[config.mk]
export PLATFORM = sky130hd
export DESIGN_NAME = dram_col_tracker
export DESIGN_NICKNAME = d
export VERILOG_FILES = /design/src/rtl/dram_tc_pkg.sv /design/src/rtl/dram_col_tracker.sv
export SDC_FILE = /design/constraint.sdc
export NUM_CORES = 1
export LEC_CHECK = 0
export BUFFER_PORTS_ARGS = -buffer_cell sky130_fd_sc_hd__buf_2
export CORE_ASPECT_RATIO = 0.9
export CORE_UTILIZATION = 35
export CTS_CLUSTER_DIAMETER = 50
export CTS_CLUSTER_SIZE = 28
export DETAILED_ROUTE_END_ITERATION = 10
export GPL_TIMING_DRIVEN = 0
export PLACE_DENSITY = 0.54
export SYNTH_ARGS = -nofsm -noshare
export SYNTH_HDL_FRONTEND = slang
export SYNTH_SLANG_ARGS = --single-unit
[constraint.sdc]
create_clock -name clk_i -period 20.5 [get_ports clk_i]
set_input_delay 1.025 -clock clk_i [delete_from_list [all_inputs] [get_ports clk_i]]
set_output_delay 1.025 -clock clk_i [all_outputs]
set_load 0.01 [all_outputs]
[src/rtl/dram_tc_pkg.sv]
package dram_tc_pkg;
  localparam int unsigned TIME_W = 8;

  typedef enum logic [1:0] {
    CMD_ACT = 2'd0,
    CMD_RD  = 2'd1,
    CMD_WR  = 2'd2,
    CMD_PRE = 2'd3
  } cmd_e;

  typedef struct packed {
    logic [TIME_W-1:0] rrd_s;
    logic [TIME_W-1:0] rrd_l;
    logic [TIME_W-1:0] rp;
    logic [TIME_W-1:0] faw;
    logic [TIME_W-1:0] taw;
    logic [TIME_W-1:0] rcd;
    logic [TIME_W-1:0] ccd_s;
    logic [TIME_W-1:0] ccd_l;
    logic [TIME_W-1:0] wtr_s;
    logic [TIME_W-1:0] wtr_l;
    logic [TIME_W-1:0] ras;
    logic [TIME_W-1:0] rtp;
    logic [TIME_W-1:0] wr;
    logic [TIME_W-1:0] wl;
    logic [TIME_W-1:0] rl;
    logic [TIME_W-1:0] burst;
  } t_cfg_t;
endpackage

[src/rtl/dram_col_tracker.sv]
module dram_col_tracker
  import dram_tc_pkg::*;
#(
  parameter int unsigned CYC_W = 16,
  parameter int unsigned BG_W  = 2,
  parameter int unsigned DEPTH = 4
) (
  input  logic             clk_i,
  input  logic             rst_ni,
  input  logic             push_i,
  input  logic             push_rd_i,
  input  logic [CYC_W-1:0] time_i,
  input  logic [BG_W-1:0]  bg_i,
  input  logic             req_rd_i,
  input  logic [BG_W-1:0]  req_bg_i,
  input  logic             grp_mode_i,
  input  logic             wr_pad_i,
  input  t_cfg_t           cfg_i,
  input  logic [CYC_W-1:0] cand_i,
  output logic             col_v_o,
  output logic [CYC_W-1:0] col_term_o,
  output logic [CYC_W-1:0] pre_term_o,
  output logic [CYC_W-1:0] cand_o
);
  localparam int unsigned PAD = CYC_W - TIME_W;

  function automatic logic [CYC_W-1:0] ext(input logic [TIME_W-1:0] v);
    return {{PAD{1'b0}}, v};
  endfunction

  logic [CYC_W-1:0] t_q [DEPTH];
  logic [DEPTH-1:0] v_q;
  logic             rd_q;
  logic [BG_W-1:0]  bg_q;

  always_ff @(posedge clk_i or negedge rst_ni) begin
    if (!rst_ni) begin
      t_q[0] <= '0;
      v_q    <= '0;
      rd_q   <= 1'b0;
      bg_q   <= '0;
    end else if (push_i) begin
      t_q[0] <= time_i;
      v_q    <= {v_q[DEPTH-2:0], 1'b1};
      rd_q   <= push_rd_i;
      bg_q   <= bg_i;
    end
  end

  for (genvar g = 1; g < DEPTH; g++) begin : g_stage
    always_ff @(posedge clk_i or negedge rst_ni) begin
      if (!rst_ni)     t_q[g] <= '0;
      else if (push_i) t_q[g] <= t_q[g-1];
    end
  end

  logic             same_bg;
  logic [CYC_W-1:0] ccd, wtr, pad, gap, rw_sum, wr_rec;

  assign same_bg = grp_mode_i && (req_bg_i == bg_q);
  assign ccd     = same_bg ? ext(cfg_i.ccd_l) : ext(cfg_i.ccd_s);
  assign wtr     = same_bg ? ext(cfg_i.wtr_l) : ext(cfg_i.wtr_s);
  assign pad     = {{(CYC_W-1){1'b0}}, wr_pad_i};
  assign rw_sum  = ext(cfg_i.rl) + ext(cfg_i.burst) + CYC_W'(2);
  assign wr_rec  = ext(cfg_i.wl) + ext(cfg_i.burst) + ext(cfg_i.wr) + pad;

  always_comb begin
    if (rd_q == req_rd_i)
      gap = ccd;
    else if (req_rd_i)
      gap = ext(cfg_i.wl) + ext(cfg_i.burst) + wtr + pad;
    else
      gap = (rw_sum > ext(cfg_i.wl)) ? rw_sum - ext(cfg_i.wl) : '0;
  end

  assign col_v_o    = v_q[0];
  assign col_term_o = t_q[0] + gap;
  assign pre_term_o = t_q[0] + (rd_q ? ext(cfg_i.rtp) : wr_rec);

  // DEPTH passes suffice: each bump consumes one distinct history entry
  always_comb begin
    logic hit;
    cand_o = cand_i;
    for (int p = 0; p < DEPTH; p++) begin
      hit = 1'b0;
      for (int e = 0; e < DEPTH; e++)
        if (v_q[e] && t_q[e] == cand_o) hit = 1'b1;
      if (hit) cand_o = cand_o + CYC_W'(1);
    end
  end
endmodule

Word level (Yosys, flattened, before mapping)
Index checks and enable logic that the tools add are counted.
- output and inout port bits: 49
- flip-flop bits (word level): 71
- logic and storage cells: 83
- bits of input ports: 171
- add/subtract/negate cells: 14
- equal/unequal tests: 18
- order comparisons: 1
- muxes and demuxes: 26
- reduce and logical (&&, ||, !) cells: 17
- operators by type and width (operator ; number):
    $eq A16 B16 Y1 ; 16
    $mux W16 ; 8
    $add A16 B1 Y16 const B ; 4
    $add A16 B16 Y16 ; 2
    $add A8 B8 Y9 ; 2
    $logic_and A1 B1 Y1 ; 17
    $add A16 B1 Y16 ; 1
    $add A16 B8 Y16 ; 1
    $mux W1 ; 16
    $mux W8 ; 2
    $add A10 B1 Y11 ; 1
    $sub A10 B8 Y11 ; 1
    $add A9 B2 Y10 const B ; 1
    $add A9 B8 Y10 ; 1
    $gt A10 B8 Y1 ; 1
    $eq A2 B2 Y1 ; 1
    $eq A1 B1 Y1 ; 1

Depth between registers and ports, before layout
Gate-level depths: netlist of run 1.
- depth in word-level cells: 28
- depth in mapped cells: 34
- mapped depth without buffers: 33

Worst setup path before layout of run 1
Ideal clock, no wire load.
- path kind: in2out
- start: input cand_i[2]
- end: output cand_o[12]
- path slack: 11.151 ns
- required time: 19.475 ns
- data arrival time: 8.324 ns
- buffers on the path: 6
- stages on the path: 31
- path through: buf_2 xnor2_2 nand4_1 nor3_2 a32o_1 nor3_2 buf_2 buf_4 buf_4 xnor2_1 ha_1 clkbuf_1 nand2_1 mux2i_1 o211ai_1 xnor2_1 xor2_1 a2111oi_0 mux2i_1 a211o_1 a2111oi_2 o2bb2a_4 buf_2 a21oi_1 xor3_1 a2111o_1 nor4_1 a22oi_1 a21bo_2 or3_1 xor2_1
- cells in the longest elaborated chain, start to end: 28
- elaborated cells on any way between the ends: 56
- those cells by class: add/sub: 4; eq/ne: 16; mux: 20; reduce/logical: 16
- ends and longest elaborated chain (what ; RTL line ; RTL):
    start, declared ; dram_col_tracker.sv:19 ; input logic [CYC_W-1:0] cand_i,
    $eq A16 B16 Y1 ; dram_col_tracker.sv:87 ; if (v_q[e] && t_q[e] == cand_o) hit = 1'b1;
    $logic_and A1 B1 Y1 ; dram_col_tracker.sv:87 ;
    $mux W1 (4 in a row) ; dram_col_tracker.sv:87 ;
    $mux W16 * ; dram_col_tracker.sv:88 ; if (hit) cand_o = cand_o + CYC_W'(1);
    $eq A16 B16 Y1 ; dram_col_tracker.sv:87 ;
    $logic_and A1 B1 Y1 ; dram_col_tracker.sv:87 ;
    $mux W1 (4 in a row) ; dram_col_tracker.sv:87 ;
    $mux W16 * ; dram_col_tracker.sv:88 ;
    $eq A16 B16 Y1 ; dram_col_tracker.sv:87 ;
    $logic_and A1 B1 Y1 ; dram_col_tracker.sv:87 ;
    $mux W1 (4 in a row) ; dram_col_tracker.sv:87 ;
    $mux W16 * ; dram_col_tracker.sv:88 ;
    $eq A16 B16 Y1 ; dram_col_tracker.sv:87 ;
    $logic_and A1 B1 Y1 ; dram_col_tracker.sv:87 ;
    $mux W1 (4 in a row) ; dram_col_tracker.sv:87 ;
    $mux W16 * ; dram_col_tracker.sv:88 ;
    end, declared ; dram_col_tracker.sv:23 ; output logic [CYC_W-1:0] cand_o
Every way passes the cells marked *; elsewhere a longest branch is shown, timed or not.

Worst setup path in the final report of run 1
- start: register t_q[57] (netlist bit)
- end: output cand_o[15]
- cells in the longest elaborated chain, start to end: 28
- elaborated cells on any way between the ends: 49
- those cells by class: add/sub: 3; eq/ne: 13; mux: 20; reduce/logical: 13
- ends and longest elaborated chain (what ; RTL line ; RTL):
    start, declared ; dram_col_tracker.sv:31 ; logic [CYC_W-1:0] t_q [DEPTH];
    $eq A16 B16 Y1 ; dram_col_tracker.sv:87 ;
    $logic_and A1 B1 Y1 ; dram_col_tracker.sv:87 ;
    $mux W1 (4 in a row) ; dram_col_tracker.sv:87 ;
    $mux W16 ; dram_col_tracker.sv:88 ;
    $eq A16 B16 Y1 ; dram_col_tracker.sv:87 ;
    $logic_and A1 B1 Y1 ; dram_col_tracker.sv:87 ;
    $mux W1 (4 in a row) ; dram_col_tracker.sv:87 ;
    $mux W16 ; dram_col_tracker.sv:88 ;
    $eq A16 B16 Y1 ; dram_col_tracker.sv:87 ;
    $logic_and A1 B1 Y1 ; dram_col_tracker.sv:87 ;
    $mux W1 (4 in a row) ; dram_col_tracker.sv:87 ;
    $mux W16 ; dram_col_tracker.sv:88 ;
    $eq A16 B16 Y1 ; dram_col_tracker.sv:87 ;
    $logic_and A1 B1 Y1 ; dram_col_tracker.sv:87 ;
    $mux W1 (4 in a row) ; dram_col_tracker.sv:87 ;
    $mux W16 * ; dram_col_tracker.sv:88 ;
Marks and branches as above.

==> metrics.md, run 1 <==
| Metric | Value |
|---|---|
| CP max stage cell | nor4_1 |
| I/O pin total | 220 |
| Pwr per Cell Area | 63.8 nW/µm² |
| Setup Viol. Count Final | 0 |
| CTS tree | done |
| Post-CTS Setup Inserts | 0 |
| Top FF cell, synth | dfrtp_1 |
| First-pass GRT wire length | 120 mm |
| P&R area growth vs syn | 12.7% |
| Clk slew on worst S/H paths | 0.06 ns |
| Fraction of registers with async set/reset | 100% |
| Synth Net Count | 2,142 |
| Vias in the first global route | 16,295 |
| Fin nets | 2,311 |
| Num Clock Sinks | 71 |
| CP endpoint kind | output port |
| RR Endpoint | t_q[58] |
| Clock power frac | 17.6% |
| I/O Buffers | 156 |
| Arrival time worst endpoint | 12.60 ns |
| GR Overflow Total | 0 |
| PostCTS Resize Cnt | 0 |
| Net switching power | 534 µW |
| Critical R2R Launch | t_q[58] |
| Critical path launch point type | flop |
| Post-synthesis mux area share | 6.51% |
| Fin area | 16,800 µm² |
| DP Cell Count | 2,593 |
| Leakage | 0.00662 µW |
| DP Wirelength | 68.2 mm |
| Worst-case reg-to-reg path depth | 3 |
| Syn Area/Cell | 7.90 µm² |
| Die Height | 198 µm |
| Cts-stage hold buffer count | 0 |
| Synth top cells by count | 196 x xnor2_1, 167 x nand2_1, 116 x nor2_1, 114 x a21oi_1, 100 x inv_1 |
| Min Tclk post-route | 13.63 ns |
| Slew @ Worst Pin | 1.52 ns |
| Post-synth EDFFs | 0 |
| Routed Antenna Nets | 0 |
| TritonCTS buffer count | 9 |
| CP Data Required Time | 19.48 ns |
| Max VDD drop | 0.0000470 V |
| Accumulated negative setup slack | 0 ns |
| Site row count | 71 |
| Iteration-0 DRC Markers | 1,861 |
| Total power | 1070 µW |
| Largest net degree at the start of global routing | 71 |
| Initial antenna violation count | 3 |
| Outcome | finished with violations |
| Worst-path fanout max | 10 |
| Critical Path Source | t_q[57] |
| Root Driver | clkbuf_16 |
| Synth Area in Compound Gates | 24.8% |
| Sw Ratio | 49.7% |
| Pint | 540 µW |
| GPL Wtd Cong | 1.03 |
| H-tree levels | 3 |
| Min-Delay Path Class | in -> async |
| Max clock buf depth | 2 |
| Die width | 220 µm |
| Failing checks | DRC, capacitance limit, slew limit |
| Avg WL per Cell | 32.4 µm |
| CP max stage delay | 1.27 ns |
| WL final | 84.7 mm |
| Core Footprint | 41,900 µm² |
| Crit share post-route | 66.5% |
| Sequential Power Share | 18.6% |
| RSZ-0062 raised after global routing | false |
| Setup CP Type | reg -> out |
| Vias per cell | 6.40 |
| Synth top area share | 11.9% |
| Synth cell types | 117 |
| R2r setup slk | 18.28 ns |
| Clk_skew | 0.00952 ns |
| Synth Area in XOR/XNOR | 21.1% |
| Final Non-Filler Cells | 2,611 |
| Achievable Freq | 73.4 MHz |
| FILL cells | 4,485 |
| Worst setup path end | cand_o[15] |
| Clk_lat worst skew | 0.35 ns |
| Most frequent cell after synthesis | xnor2_1 |
| Layout cell share with drive strength beyond 1 | 17.7% |
| Simple-Gate Fraction of Synth Area | 22.0% |
| Starting Density | 35.6% |
| Comb pwr share | 63.8% |
| Drc violations | 2 |
| Cells after synthesis | 1,888 |
| Yosys Warn Count | 0 |
| Drt pass-1 iters | 8 |
| Max-Cap Viols | 1 |
| Slew Limit Headroom | -2.53% |
| Finished Core Util | 40.1% |
| Vias | 16,718 |
| Seq cells post-synth | 71 |
| Adder-cell share of the synthesized area | 7.41% |
| Largest area contributor in the netlist | dfrtp_1 |
| Largest cells by area after synthesis | dfrtp_1 12%, xnor2_1 12%, ha_1 6.2% |
| Sequential area share after synthesis | 11.9% |
| DP Area | 16,500 µm² |
| Mapped Area | 14,900 µm² |
| Final Hold Vio Count | 0 |
| Gr usage total | 39.0% |
| Largest family of logic cells by synthesized area | compound AO/OA/AOI/OAI gates |
| Die area | 43,500 µm² |
| Final slew viol count | 4 |
-- routing by layer --
metal | wire length [µm] | global-route usage, % | vias to the layer above
li1 | - | - | 7302
met1 | 36400 | 53.2 | 8254
met2 | 36600 | 59.5 | 962
met3 | 7620 | 6.91 | 200
met4 | 4180 | 17.4 | 0
met5 | 0 | 0 | -
-- stage by stage --
step | hold WS [ns] | setup WS (ns)
2_1_floorplan | 0.502 | 11.15
5_1_grt | 0.464 | 6.87
6_report | 0.463 | 6.87
3_5_place_dp | 0.530 | 7.63
4_1_cts | 0.462 | 7.46
3_3_place_gp | 0.518 | 7.54
-- power groups by stage --
| stage | sequential, µW | combinational (µW) | clock [µW] |
|---|---|---|---|
| finish | 200 | 685 | 189 |
| detailed placement | 200 | 666 | 0 |
| global route | 199 | 728 | 195 |
| floorplan | 177 | 439 | 0 |
| global placement | 200 | 663 | 0 |
| CTS | 197 | 670 | 189 |
-- layout make-up --
type | count | area, µm² | share of cell area, %
clock inverters | 6 | 115 | 0.684
well taps | 547 | 684 | 4.07
diodes | 2 | 5.00 | 0.0298
clock buffers | 10 | 239 | 1.42
plain buffers | 114 | 551 | 3.27
repair buffers | 158 | 818 | 4.86
flip-flops and latches | 71 | 1780 | 10.6
inverters | 102 | 383 | 2.28
multi-input cells | 1601 | 12200 | 72.8
-- logic make-up after synthesis --
logic type               after synthesis
buffers and inverters                216
AND/OR/NAND/NOR                      612
adder cells (fa/ha/maj)               83
multiplexers                          89
AO/OA/AOI/OAI                        506
XOR/XNOR                             311
flip-flops                            71
-- flip-flops by register name (all words and copies together) (netlist names) --
name	cells
t_q	64
v_q	4
rd_q	1
bg_q	2
-- how the worst min path moves through the flow --
stage / start / end / slack (ns) / depth (start not counted)
after global routing: rst_ni / rd_q / 0.46 / 1
final: rst_ni / rd_q / 0.46 / 1
after detailed placement: bg_q[0] / bg_q[0] / 0.53 / 1
after CTS: rst_ni / rd_q / 0.46 / 1
after floorplan: bg_q[0] / bg_q[0] / 0.50 / 1
after global placement: bg_q[1] / bg_q[1] / 0.52 / 1
-- worst max-delay path: cells and delay by family (launching register included) --
family	cells	cell delay, ns
AO/OA/AOI/OAI	8	3.25
AND/OR/NAND/NOR	8	3.05
buffers and inverters	8	2.66
XOR/XNOR	5	2.28
adder cells (fa/ha/maj)	1	0.55
flip-flops	1	0.38
-- cell usage in the layout, fill, tap and decap left out, drive strengths merged, types with 43 or more instances in the layout --
| master | Yosys | final |
|---|---|---|
| xnor2 | 208 | 208 |
| nand2 | 168 | 168 |
| nand3 | 45 | 45 |
| clkbuf | 67 | 77 |
| o21ai | 93 | 93 |
| dfrtp | 71 | 71 |
| a21oi | 118 | 118 |
| buf | 47 | 205 |
| nand4 | 43 | 43 |
| nor3 | 56 | 56 |
| mux2 | 64 | 64 |
| nor2 | 118 | 118 |
| xor2 | 82 | 82 |
| ha | 74 | 74 |
| inv | 101 | 103 |
(Power assumes the default switching activity.)
==> inputs of run 2 (changes only) <==
--- a/config.mk
+++ b/config.mk
@@ -5,6 +5,7 @@
 export SDC_FILE = /design/constraint.sdc
 export NUM_CORES = 1
 export LEC_CHECK = 0
+export ABC_AREA = 1
 export BUFFER_PORTS_ARGS = -buffer_cell sky130_fd_sc_hd__buf_2
 export CORE_ASPECT_RATIO = 0.9
 export CORE_UTILIZATION = 35
@@ -12,7 +13,7 @@
 export CTS_CLUSTER_SIZE = 28
 export DETAILED_ROUTE_END_ITERATION = 10
 export GPL_TIMING_DRIVEN = 0
-export PLACE_DENSITY = 0.54
+export PLACE_DENSITY = 0.57
 export SYNTH_ARGS = -nofsm -noshare
 export SYNTH_HDL_FRONTEND = slang
 export SYNTH_SLANG_ARGS = --single-unit
==> constraint.sdc (replaced) <==
create_clock -name clk_i -period 11 [get_ports clk_i]
set_input_delay 0.55 -clock clk_i [delete_from_list [all_inputs] [get_ports clk_i]]
set_output_delay 0.55 -clock clk_i [all_outputs]
set_load 0.01 [all_outputs]
==> metrics.md, run 2 <==
| Metric | Value |
|---|---|
| Avg WL per Cell | 25.4 µm (-22%) |
| Num Clock Sinks | 71 (unchanged) |
| Starting Density | 35.9% (+0.28 points) |
| Yosys Warn Count | 0 (unchanged) |
| Vias in the first global route | 16,164 (-0.80%) |
| Regs by FF count | t_q: 64 flops, v_q: 4 flops, bg_q: 2 flops |
| CP max stage cell | dfrtp_1 |
| Min Tclk post-route | 9.45 ns |
| Largest cells by area after synthesis | nand2_1 27%, dfrtp_1 13%, nand3_1 8.6% |
| Top FF cell, synth | dfrtp_1 |
| Drc violations | 0 (-2) |
| Crit share post-route | 85.9% |
| Fraction of registers with async set/reset | 100% (unchanged) |
| Comb pwr share | 58.3% (-5.5 points) |
| Largest area contributor in the netlist | nand2_1 |
| Final slew viol count | 0 (-4) |
| Sw Ratio | 53.7% (+4.0 points) |
| H-tree levels | 3 (unchanged) |
| Pint | 816 µW (+51%) |
| Reg with most FFs | t_q |
| I/O pin total | 220 (unchanged) |
| Final Hold Vio Count | 0 (unchanged) |
| RSZ-0062 raised after global routing | false |
| Clock power frac | 20.2% (+2.6 points) |
| Net switching power | 946 µW (+77%) |
| Most frequent cell after synthesis | nand2_1 |
| Worst-path fanout max | 10 (unchanged) |
| Seq cells post-synth | 71 (unchanged) |
| Outcome | finished, final reports clean |
| Slew @ Worst Pin | 1.00 ns (-0.524 ns) |
| Synth cell types | 49 (-58%) |
| Die area | 39,300 µm² (-9.6%) |
| Pwr per Cell Area | 116 nW/µm² (+82%) |
| Accumulated negative setup slack | 0 ns (unchanged) |
| Max VDD drop | 0.0000702 V (+49%) |
| I/O Buffers | 151 (-3.2%) |
| Vias per cell | 5.62 (-12%) |
| Clk slew on worst S/H paths | 0.08 ns (+0.02 ns) |
| Site row count | 67 (-5.6%) |
| Total power | 1760 µW (+64%) |
| GR Overflow Total | 0 (unchanged) |
| Routed Antenna Nets | 0 (unchanged) |
| Clk_skew | 0.0191 ns (+0.00956 ns) |
| TritonCTS buffer count | 9 (unchanged) |
| Most frequent cells in the layout | 951 x nand2_1, 277 x inv_1, 260 x nor2_1 |
| Drt pass-1 iters | 6 (-2) |
| Synth top area share | 26.5% (+15 points) |
| Max reg flops | 64 (unchanged) |
| Min-Delay Path Class | in -> reg |
| Post-synth EDFFs | 0 (unchanged) |
| Synth top cells by count | 951 x nand2_1, 277 x inv_1, 260 x nor2_1, 232 x nand3_1, 118 x o21ai_0 |
| Max-Cap Viols | 0 (-1) |
| Largest net degree at the start of global routing | 67 (-5.6%) |
| Finished Core Util | 40.5% (+0.35 points) |
| CP max stage delay | 0.79 ns (-0.48 ns) |
| Synth Net Count | 2,731 (+27%) |
| Achievable Freq | 106 MHz |
| WL final | 79.3 mm (-6.3%) |
| Cells after synthesis | 2,477 (+31%) |
| Slew Limit Headroom | 32.6% (+35 points) |
| Sequential Power Share | 21.5% (+2.9 points) |
| Most Frequent Cell on Critical Path | nand2_1 |
| Leading cell type in the layout, fill and taps excluded | nand2_1 |
| DP Cell Count | 3,112 (+20%) |
| DP Wirelength | 66.2 mm (-3.0%) |
| CP endpoint kind | output port |
| PostCTS Resize Cnt | 0 (unchanged) |
| Core Footprint | 37,600 µm² (-10%) |
| Arrival time worst endpoint | 8.90 ns (-3.70 ns) |
| GPL Wtd Cong | 1.05 (+1.7%) |
| First-pass GRT wire length | 113 mm (-5.7%) |
| Ant diodes | 0 (-2) |
| Sequential area share after synthesis | 13.2% (+1.3 points) |
| Fin nets | 2,895 (+25%) |
| Layout cell share with drive strength beyond 1 | 12.3% (-5.4 points) |
| CTS tree | done |
| Mapped Area | 13,500 µm² (-9.7%) |
| Max clock buf depth | 2 (unchanged) |
| Setup CP Type | reg -> out |
| Final Non-Filler Cells | 3,129 (+20%) |
| Clk_lat worst skew | 0.38 ns (+0.03 ns) |
| P&R area growth vs syn | 12.8% (about the same) |
| Initial antenna violation count | 1 (-2) |
| Die Height | 188 µm (-4.9%) |
| Die width | 209 µm (-4.9%) |
| Root Driver | clkbuf_16 |
| Gr usage total | 40.1% (+1.1 points) |
| Setup Viol. Count Final | 0 (unchanged) |
| CP Data Required Time | 10.45 ns (-9.03 ns) |
| Iteration-0 DRC Markers | 2,198 (+18%) |
| Critical path launch point type | flop |
| Leakage | 0.00865 µW (+31%) |
| Syn Area/Cell | 5.44 µm² (-31%) |
| Vias | 17,582 (+5.2%) |
-- run 2: power by group through the flow --
| stage | sequential, µW | combinational, µW | clock, µW |
|---|---|---|---|
| after global placement | 379 | 987 | 0 |
| final | 380 | 1030 | 355 |
| after floorplan | 326 | 633 | 0 |
| after CTS | 373 | 998 | 356 |
| after detailed placement | 377 | 991 | 0 |
| after global routing | 375 | 1120 | 360 |
-- run 2: worst paths after layout --
check                          start   endpoint  slack, ns  depth (start not counted)
setup reg to reg             t_q[55]    t_q[55]       9.32                          2
min in group asynchronous     rst_ni    t_q[62]       0.55                          2
hold reg to reg              bg_q[1]    bg_q[1]       0.55                          1
setup / recovery             t_q[49]  cand_o[3]       1.55                         44
max in group asynchronous     rst_ni       rd_q       9.80                          3
hold / removal             time_i[6]    t_q[54]       0.38                          3
-- run 2: layout make-up --
| class | instances | area [µm²] |
|---|---|---|
| Clock inverter | 7 | 103 |
| Fill cell | 4349 | 22400 |
| Sequential cell | 71 | 1780 |
| Buffer | 55 | 314 |
| Timing Repair Buffer | 153 | 796 |
| Inverter | 312 | 1170 |
| Clock buffer | 9 | 225 |
| Tap cell | 483 | 604 |
| Multi-Input combinational cell | 2039 | 10200 |
-- run 2: through the flow --
stage	setup WS (ns)	cell area, µm²	hold slack, ns
global placement	2.53	14800	0.521
floorplan	4.97	13500	0.254
CTS	2.10	15200	0.381
detailed placement	2.48	14900	0.396
finish	1.55	15200	0.376
global route	1.22	15200	0.398
-- run 2: cells by family after synthesis --
kind of cell	share of synthesized area (%)
AOI/OAI and AO/OA	10.0
xor gates and xnor gates	6.72
adders and majority gates	8.21
buffers and inverters	11.0
DFF	13.2
muxes	0.167
and+or+nand+nor	50.6
-- run 2: worst max-delay path: cells and delay by family (launching register included) --
family / cells / cell delay [ns]
buf+inv: 8 / 1.28
simple gates: 35 / 6.12
flops: 1 / 0.79
fa+ha+maj: 1 / 0.29
-- run 2: what timing repair did --
item / 4_1_cts / 5_1_grt
setup endpoints to repair: 0 / 0
hold buffers: 1 / 0
endpoints found under the hold margin: 1 / 0
buffers inserted: 0 / 0
-- run 2: metal layers --
layer / share of wire (%) / GRT usage [%] / up-vias / routed length (µm)
met5: 0.016 / 0 / - / 13
met4: 4.8 / 16.5 / 2 / 3790
met3: 12 / 11.0 / 169 / 9480
met2: 39 / 56.8 / 1043 / 31200
met1: 44 / 56.4 / 8178 / 34900
li1: - / - / 8190 / -
